## config.mk

```make
export PLATFORM = sky130hd
export DESIGN_NAME = uart_irq_ctrl
export DESIGN_NICKNAME = d
export VERILOG_FILES = /design/src/rtl/uart_irq_pkg.sv /design/src/rtl/uart_irq_regif.sv /design/src/rtl/uart_irq_status.sv /design/src/rtl/uart_irq_lines.sv /design/src/rtl/uart_irq_ctrl.sv
export SDC_FILE = /design/constraint.sdc
export NUM_CORES = 1
export LEC_CHECK = 0
export ABC_AREA = 1
export CAP_MARGIN = 0
export CORE_MARGIN = 2
export CORE_UTILIZATION = 39
export CTS_CLUSTER_SIZE = 25
export DETAILED_ROUTE_END_ITERATION = 8
export PLACE_DENSITY = 0.79
export SLEW_MARGIN = 20
export SYNTH_ARGS = -nofsm -noshare
export SYNTH_HDL_FRONTEND = slang
export SYNTH_SLANG_ARGS = --single-unit
```

## constraint.sdc

```tcl
create_clock -name clk -period 1.5 [get_ports clk]
set_input_delay 0.45 -clock clk [delete_from_list [all_inputs] [get_ports clk]]
set_output_delay 0.45 -clock clk [all_outputs]
set_load 0.02 [all_outputs]
```

## src/rtl/uart_irq_pkg.sv

```systemverilog
package uart_irq_pkg;

  localparam int ST_W    = 11;
  localparam int NUM_IRQ = 6;

  localparam int B_TX  = 5;
  localparam int B_RX  = 4;
  localparam int B_RTO = 6;
  localparam int B_ERR = 7;   // lowest of the four error bits

  localparam logic [ST_W-1:0] GRP_ERR = 11'h780;
  localparam logic [ST_W-1:0] GRP_MDM = 11'h00F;
  localparam logic [ST_W-1:0] GRP_ALL = 11'h7FF;

  typedef enum logic [2:0] {
    OFS_DATA = 3'd0,
    OFS_MASK = 3'd1,
    OFS_RAW  = 3'd2,
    OFS_MSKD = 3'd3,
    OFS_CLR  = 3'd4
  } reg_ofs_e;

  // Status bits that feed interrupt line idx
  function automatic logic [ST_W-1:0] line_sel(input int idx);
    case (idx)
      0:       return GRP_ALL;
      1:       return ST_W'(1) << B_RX;
      2:       return ST_W'(1) << B_TX;
      3:       return ST_W'(1) << B_RTO;
      4:       return GRP_MDM;
      default: return GRP_ERR;
    endcase
  endfunction

  // Drop the old modem group, then put back each bit whose line is set
  function automatic logic [ST_W-1:0] rebuild_modem(input logic [ST_W-1:0] st,
                                                    input logic [3:0] lines);
    return (st & ~GRP_MDM) | {{(ST_W-4){1'b0}}, lines};
  endfunction

  function automatic logic [ST_W-1:0] event_bits(input logic tx, input logic rx,
                                                 input logic rto, input logic [3:0] err);
    return {err, rto, tx, rx, 4'b0000};
  endfunction

endpackage

```

## src/rtl/uart_irq_regif.sv

```systemverilog
module uart_irq_regif
  import uart_irq_pkg::*;
#(
  parameter int ADDR_W = 3,
  parameter int DATA_W = 32
) (
  input  logic [ADDR_W-1:0] bus_addr,
  input  logic              bus_wr,
  input  logic              bus_rd,
  input  logic [ST_W-1:0]   status_q,
  input  logic [ST_W-1:0]   mask_q,
  output logic              data_wr,
  output logic              data_rd,
  output logic              mask_wr,
  output logic              clr_wr,
  output logic [DATA_W-1:0] bus_rdata
);

  logic hit_data, hit_mask, hit_raw, hit_mskd, hit_clr;

  assign hit_data = (bus_addr == ADDR_W'(OFS_DATA));
  assign hit_mask = (bus_addr == ADDR_W'(OFS_MASK));
  assign hit_raw  = (bus_addr == ADDR_W'(OFS_RAW));
  assign hit_mskd = (bus_addr == ADDR_W'(OFS_MSKD));
  assign hit_clr  = (bus_addr == ADDR_W'(OFS_CLR));

  assign data_wr = bus_wr & hit_data;
  assign data_rd = bus_rd & hit_data;
  assign mask_wr = bus_wr & hit_mask;
  assign clr_wr  = bus_wr & hit_clr;

  always_comb begin
    bus_rdata = '0;
    if (hit_mask)      bus_rdata = DATA_W'(mask_q);
    else if (hit_raw)  bus_rdata = DATA_W'(status_q);
    else if (hit_mskd) bus_rdata = DATA_W'(status_q & mask_q);
  end

endmodule

```

## src/rtl/uart_irq_status.sv

```systemverilog
module uart_irq_status
  import uart_irq_pkg::*;
#(
  parameter int CNT_W = 5
) (
  input  logic             clk,
  input  logic             rst_n,
  input  logic             data_wr,
  input  logic             data_rd,
  input  logic             clr_wr,
  input  logic [ST_W-1:0]  clr_bits,
  input  logic [3:0]       err_evt,
  input  logic             rto_evt,
  input  logic [CNT_W-1:0] rx_count,
  input  logic [CNT_W-1:0] rx_trigger,
  input  logic [3:0]       modem_lines,
  output logic [ST_W-1:0]  status_q,
  output logic             rx_hit,
  output logic             rx_drain,
  output logic             modem_chg
);

  logic [CNT_W-1:0] cnt_q;
  logic [3:0]       modem_q;
  logic [ST_W-1:0]  status_d;

  assign rx_hit    = (rx_count == rx_trigger) && (rx_count != cnt_q);
  assign rx_drain  = data_rd && (rx_count == rx_trigger);
  assign modem_chg = (modem_lines != modem_q);

  always_comb begin
    status_d = status_q;
    if (clr_wr)    status_d = status_d & ~clr_bits;
    if (modem_chg) status_d = rebuild_modem(status_d, modem_lines);
    if (rx_drain)  status_d[B_RX] = 1'b0;
    status_d = status_d | event_bits(data_wr, rx_hit, rto_evt, err_evt);
  end

  always_ff @(posedge clk) begin
    if (!rst_n) begin
      status_q <= '0;
      cnt_q    <= '0;
      modem_q  <= '0;
    end else begin
      status_q <= status_d;
      cnt_q    <= rx_count;
      modem_q  <= modem_lines;
    end
  end

endmodule

```

## src/rtl/uart_irq_lines.sv

```systemverilog
module uart_irq_lines
  import uart_irq_pkg::*;
(
  input  logic               clk,
  input  logic               rst_n,
  input  logic [ST_W-1:0]    status_q,
  input  logic [ST_W-1:0]    mask_q,
  output logic [NUM_IRQ-1:0] irq_out
);

  logic [ST_W-1:0] active;
  assign active = status_q & mask_q;

  for (genvar g = 0; g < NUM_IRQ; g++) begin : g_line
    always_ff @(posedge clk) begin
      if (!rst_n) irq_out[g] <= 1'b0;
      else        irq_out[g] <= |(active & line_sel(g));
    end
  end

endmodule

```

## src/rtl/uart_irq_ctrl.sv

```systemverilog
module uart_irq_ctrl
  import uart_irq_pkg::*;
#(
  parameter int ADDR_W = 3,
  parameter int DATA_W = 32,
  parameter int CNT_W  = 5
) (
  input  logic               clk,
  input  logic               rst_n,
  input  logic [ADDR_W-1:0]  bus_addr,
  input  logic               bus_wr,
  input  logic               bus_rd,
  input  logic [DATA_W-1:0]  bus_wdata,
  output logic [DATA_W-1:0]  bus_rdata,
  input  logic [3:0]         err_evt,
  input  logic               rto_evt,
  input  logic [CNT_W-1:0]   rx_count,
  input  logic [CNT_W-1:0]   rx_trigger,
  input  logic [3:0]         modem_lines,
  output logic [NUM_IRQ-1:0] irq_out
);

  logic [ST_W-1:0] status_q;
  logic [ST_W-1:0] mask_q;
  logic            data_wr, data_rd, mask_wr, clr_wr;
  logic            rx_hit, rx_drain, modem_chg;
  logic            unused_wdata_hi;

  assign unused_wdata_hi = ^bus_wdata[DATA_W-1:ST_W];

  uart_irq_regif #(.ADDR_W(ADDR_W), .DATA_W(DATA_W)) regif_i (
    .bus_addr  (bus_addr),
    .bus_wr    (bus_wr),
    .bus_rd    (bus_rd),
    .status_q  (status_q),
    .mask_q    (mask_q),
    .data_wr   (data_wr),
    .data_rd   (data_rd),
    .mask_wr   (mask_wr),
    .clr_wr    (clr_wr),
    .bus_rdata (bus_rdata)
  );

  uart_irq_status #(.CNT_W(CNT_W)) status_i (
    .clk         (clk),
    .rst_n       (rst_n),
    .data_wr     (data_wr),
    .data_rd     (data_rd),
    .clr_wr      (clr_wr),
    .clr_bits    (bus_wdata[ST_W-1:0]),
    .err_evt     (err_evt),
    .rto_evt     (rto_evt),
    .rx_count    (rx_count),
    .rx_trigger  (rx_trigger),
    .modem_lines (modem_lines),
    .status_q    (status_q),
    .rx_hit      (rx_hit),
    .rx_drain    (rx_drain),
    .modem_chg   (modem_chg)
  );

  always_ff @(posedge clk) begin
    if (!rst_n)       mask_q <= '0;
    else if (mask_wr) mask_q <= bus_wdata[ST_W-1:0];
  end

  uart_irq_lines lines_i (
    .clk      (clk),
    .rst_n    (rst_n),
    .status_q (status_q),
    .mask_q   (mask_q),
    .irq_out  (irq_out)
  );

endmodule

```

Yosys cells after proc, flatten, opt, wreduce, memory -nomap -nowiden:

Cells that the tools add are included.

* register bits: 37
* bits of input ports: 58
* output and inout bits: 38
* word-level logic and storage cells: 39

* eq/ne operators: 7
* muxes and demuxes: 6
* bitwise gates (word level): 10
* reduce and logical (&&, ||, !) cells: 6

Operator list (number)
* $mux W32: 3
* $and A11 B11 Y11: 3
* $mux W11: 2
* $not A11 Y11: 1
* $or A11 B11 Y11: 1
* $or A11 B4 Y11: 1
* $reduce_or A11 Y1: 1
* $reduce_or A4 Y1: 2
* $eq A3 B2 Y1 const B: 2
* $eq A5 B5 Y1: 1
* $ne A5 B5 Y1: 1
* $and A1 B1 Y1: 4
* $ne A4 B4 Y1: 1
* $eq A3 B1 Y1 const B: 1
* $eq A3 B3 Y1 const B: 1
* $logic_not A3 Y1: 1
* $logic_and A1 B1 Y1: 2
* $mux W1: 1

Longest topological paths before layout:

* depth in word-level cells: 7
* mapped depth: 8

Cells and area by module:

A second synthesis with hierarchy kept.

* cells, all modules: 324
* area, all modules: 2069.5 um^2

Modules (own cells, without submodules)
* uart_irq_status: instances 1, cells each 126, area an instance 880.8 um^2, seq. area each 400.4 um^2
* uart_irq_regif: instances 1, cells each 94, area an instance 500.5 um^2, seq. area each 0.0 um^2
* uart_irq_ctrl: instances 1, cells each 69, area an instance 454.2 um^2, seq. area each 220.2 um^2
* uart_irq_lines: instances 1, cells each 35, area an instance 234.0 um^2, seq. area each 120.1 um^2

Worst setup path after synthesis:

OpenSTA, ideal clock, no wires.

* path kind: input to output
* start point: input bus_addr[2]
* end point: output bus_rdata[0]
* arrival: 1.204 ns
* data required time: 1.050 ns
* path slack: -0.154 ns
* stages: 4
* cells stage by stage: inv_1 > nand3_1 > clkbuf_1 > a22oi_1

* longest elaborated chain between the ends: 4
* elaborated cells between the ends (all ways): 6
* those cells by class: eq/ne (3); mux (3)

RTL lines
* start: declaration: line uart_irq_ctrl.sv:10 `input logic [ADDR_W-1:0] bus_addr,`
* $eq A3 B2 Y1: line uart_irq_regif.sv:24 `assign hit_mskd = (bus_addr == ADDR_W'(OFS_MSKD));`
* $mux W32: line uart_irq_regif.sv:36 `else if (hit_mskd) bus_rdata = DATA_W'(status_q & mask_q);`
* $mux W32: line uart_irq_regif.sv:35 `else if (hit_raw) bus_rdata = DATA_W'(status_q);`
* $mux W32 *: line uart_irq_regif.sv:34 `if (hit_mask) bus_rdata = DATA_W'(mask_q);`
* end: declaration: line uart_irq_ctrl.sv:14 `output logic [DATA_W-1:0] bus_rdata,`

Mark *: on every way between the ends. The rest lies on a longest branch, timed or not.

Final worst setup path:

* start point: input bus_addr[2]
* end point: output bus_rdata[3]

Same word-level chain as after synthesis.

==> flow_metrics.env <==
export IMPL_cp_depth=6
export IMPL_crit_arrival_ps=1220
export IMPL_setup_tns_ps=-1590
export IMPL_seqCellArea_um2=741
export IMPL_hp_class="flip-flop to flip-flop"
export IMPL_p_leak_nw=1.42
export IMPL_ir_drop_mv=0.560
export IMPL_hold_viol_final=0
export IMPL_ys_flop_type="dfxtp_1"
export IMPL_crit_fanout=5
export IMPL_vias=1789
export IMPL_worstSetupEndpoint="bus_rdata[3]"
export IMPL_finish_instance_area_um2=2880
export IMPL_cp_slowest_cell="a22oi_2"
export IMPL_yosys_register_bits=37
export IMPL_clock_latency_ps=280
export IMPL_drv_cap=0
export IMPL_r2r_start="status_i.status_q[8]"
export IMPL_yosysMostFrequentCell="nand2_1"
export IMPL_grt_max_degree=14
export IMPL_async_reset_ff_share_pct=0
export IMPL_cp_cell_sequence="buf_8, inv_2, nand3_2, buf_6, a22oi_2, buf_6"
export IMPL_r2r_end="lines_i.irq_out[0]"
export IMPL_postPlaceCellArea_um2=2710
export IMPL_ys_types=23
export IMPL_violations="negative setup slack"
export IMPL_port_buffers=53
export IMPL_grt_use_met3_pct=5.66
export IMPL_coreArea_um2=4660
export IMPL_clock_sinks=37
export IMPL_drt_total_wl_mm=4.47
export IMPL_wl_per_cell_um=11.0
export IMPL_grtUsageTotal_pct=18.5
export IMPL_die_w_um=72.9
export IMPL_via_per_inst=4.40
export IMPL_antenna_found_initial=0
export IMPL_seq_area_frac_synth_pct=40.0
export IMPL_dp_hpwl_mm=3.35
export IMPL_dieArea_um2=5320
export IMPL_avgSynthCellArea_um2=7.09
export IMPL_netlist_area_leader_share_pct=40.0
export IMPL_synth_top_cell_by_area="dfxtp_1"
export IMPL_setup_viol=11
export IMPL_synth_edf_count=0
export IMPL_syn_instance_count=261
export IMPL_outcome="finished, violations left"
export IMPL_cts_buffers=5
export IMPL_rsz0062_at_grt="true"
export IMPL_path_delay_family="buffers and inverters"
export IMPL_first_global_vias=1708
export IMPL_root_buffer="clkbuf_8"
export IMPL_top_usage_layer="met2"
export IMPL_clockBufferDepth=2
export IMPL_syn_area_um2=1850
export IMPL_cpMostUsedCell="buf_6"
export IMPL_htreeDepth=2
export IMPL_ant_nets=0
export IMPL_gr_usage_met2_pct=32.5
export IMPL_max_freq_mhz=598
export IMPL_total_power_mw=2.31
export IMPL_crit_buf_inv=4
export IMPL_finalNetCount=410
export IMPL_drc=0
export IMPL_cts_tree="built"
export IMPL_slew_violations=0
export IMPL_multi_input_area_um2=972
export IMPL_crit_type="input port to output pin"
export IMPL_critPathLaunchType="input port"
export IMPL_finalCritPeriodShare_pct=111
export IMPL_cp_end_kind="output pin"
export IMPL_place_congestion=0.823
export IMPL_worstRegToRegCells=7
export IMPL_finalCriticalPeriod_ps=1670
export IMPL_fp_dieH_um=72.9
export IMPL_fin_skew_ps=3.26
export IMPL_area_growth_pct=55.7
export IMPL_placementRows=25
export IMPL_grt_util_met1_pct=21.9
export IMPL_rrSetupSlack_ps=350
export IMPL_synth_area_leaders="dfxtp_1 40%, nand2_1 13%, buf_4 8.5%, inv_1 6.7%, nor2_1 6.1%"
export IMPL_antenna_cells=0
export IMPL_cellPowerDensity_nw_per_um2=802
export IMPL_grt_first_pass_wirelength_mm=7.48
export IMPL_synth_commonest_cells="64 x nand2_1, 37 x dfxtp_1, 33 x inv_1, 30 x nor2_1, 21 x buf_4"
export IMPL_layout_setup_ws_ps=-172
export IMPL_dr_pass1_iters=4
export IMPL_grt_ovfl_total=0
export IMPL_cts_hold_buf=0
export IMPL_io_pins=96
export IMPL_initial_core_util_pct=39.7
export IMPL_cp_required_ps=1050
export IMPL_drive_gt1_share_pct=26.9
export IMPL_fillers=419
export IMPL_drt_iter0_drc=73
export IMPL_critPathLaunch="bus_addr[2]"
export IMPL_clk_pin_slew_ps=70
export IMPL_slowest_delay_ps=190
export IMPL_ys_warn_count=0
## report_power, final
group | switching [mW] | internal, mW | total (mW)
combinational | 0.256 | 0.255 | 0.511
sequential | 0.0284 | 1.03 | 1.06
clock | 0.328 | 0.415 | 0.743
total | 0.613 | 1.70 | 2.31
## cells by family after synthesis
family	synth area share, %
AOI/OAI and AO/OA	14.1
buffers and inverters	18.2
xor gates and xnor gates	4.73
other	0.203
and+or+nand+nor	22.7
DFF	40.0
## how the worst min path moves through the flow
stage / start / endpoint / slack, ps / cells after the start
4_1_cts: mask_q[5] / lines_i.irq_out[2] / 460 / 2
6_report: mask_q[5] / lines_i.irq_out[2] / 460 / 2
3_5_place_dp: mask_q[5] / lines_i.irq_out[2] / 450 / 2
5_1_grt: mask_q[5] / lines_i.irq_out[2] / 480 / 2
2_1_floorplan: mask_q[6] / lines_i.irq_out[3] / 420 / 2
3_3_place_gp: mask_q[4] / lines_i.irq_out[1] / 450 / 2
## sequential cells by signal (all words and copies together), names as in the netlist
register / count
status_i.modem_q: 4
lines_i.irq_out: 6
status_i.status_q: 11
status_i.cnt_q: 5
mask_q: 11
## area by class of cell
cell class | instances | area share, %
clock inverters | 1 | 0.174
repair buffers | 95 | 30.3
clock buffers | 7 | 3.34
inverters | 33 | 4.47
multi-input cells | 180 | 33.7
flip-flops and latches | 37 | 25.7
well taps | 54 | 2.34
## timing repair
item                                   in CTS  in global routing
endpoints found under the hold margin       0                  0
pin swaps                                  13                  5
gates cloned                                1                  0
buffers inserted                            3                  0
setup endpoints to repair                  39                 13
gates resized for setup                    91                 16
## cell usage in the layout, fill, tap and decap left out, drive strengths merged
cell type and instances:
nand2 64, nand4 2, inv 33, xnor2 2, dlygate4sd2 6, a21oi 19
clkdlybuf4s50 33, xor2 8, a22o 2, and2 1, nand3 5, a21boi 1
clkbuf 7, clkinv 1, o21ai 11, conb 21, buf 56, dfxtp 37
nor2 31, a22oi 11, and3 2
## worst min-delay path: stages, from the launching register on
cell and delay, ps:
dfxtp_1 310, nand2_1 70, nor2_1 40
## routing by layer
metal  vias to the layer above  wire length [µm]  share of wire, %
met3                         2               323               7.2
met2                        56              2260                51
met5                         -                 0                 0
li1                        953                 -                 -
met1                       778              1860                42
met4                         0                23              0.51
## through the flow
stage,worst slack (ps),cells,hold WS (ps),util [%]
after detailed placement,-1120,397,450,58.1
final,-172,407,459,61.9
after global routing,-202,407,482,61.9
after CTS,-197,409,461,61.6
after floorplan,2.69,281,424,-
after global placement,-1110,397,447,58.1
No activity file was read; power rests on OpenSTA's default activity.
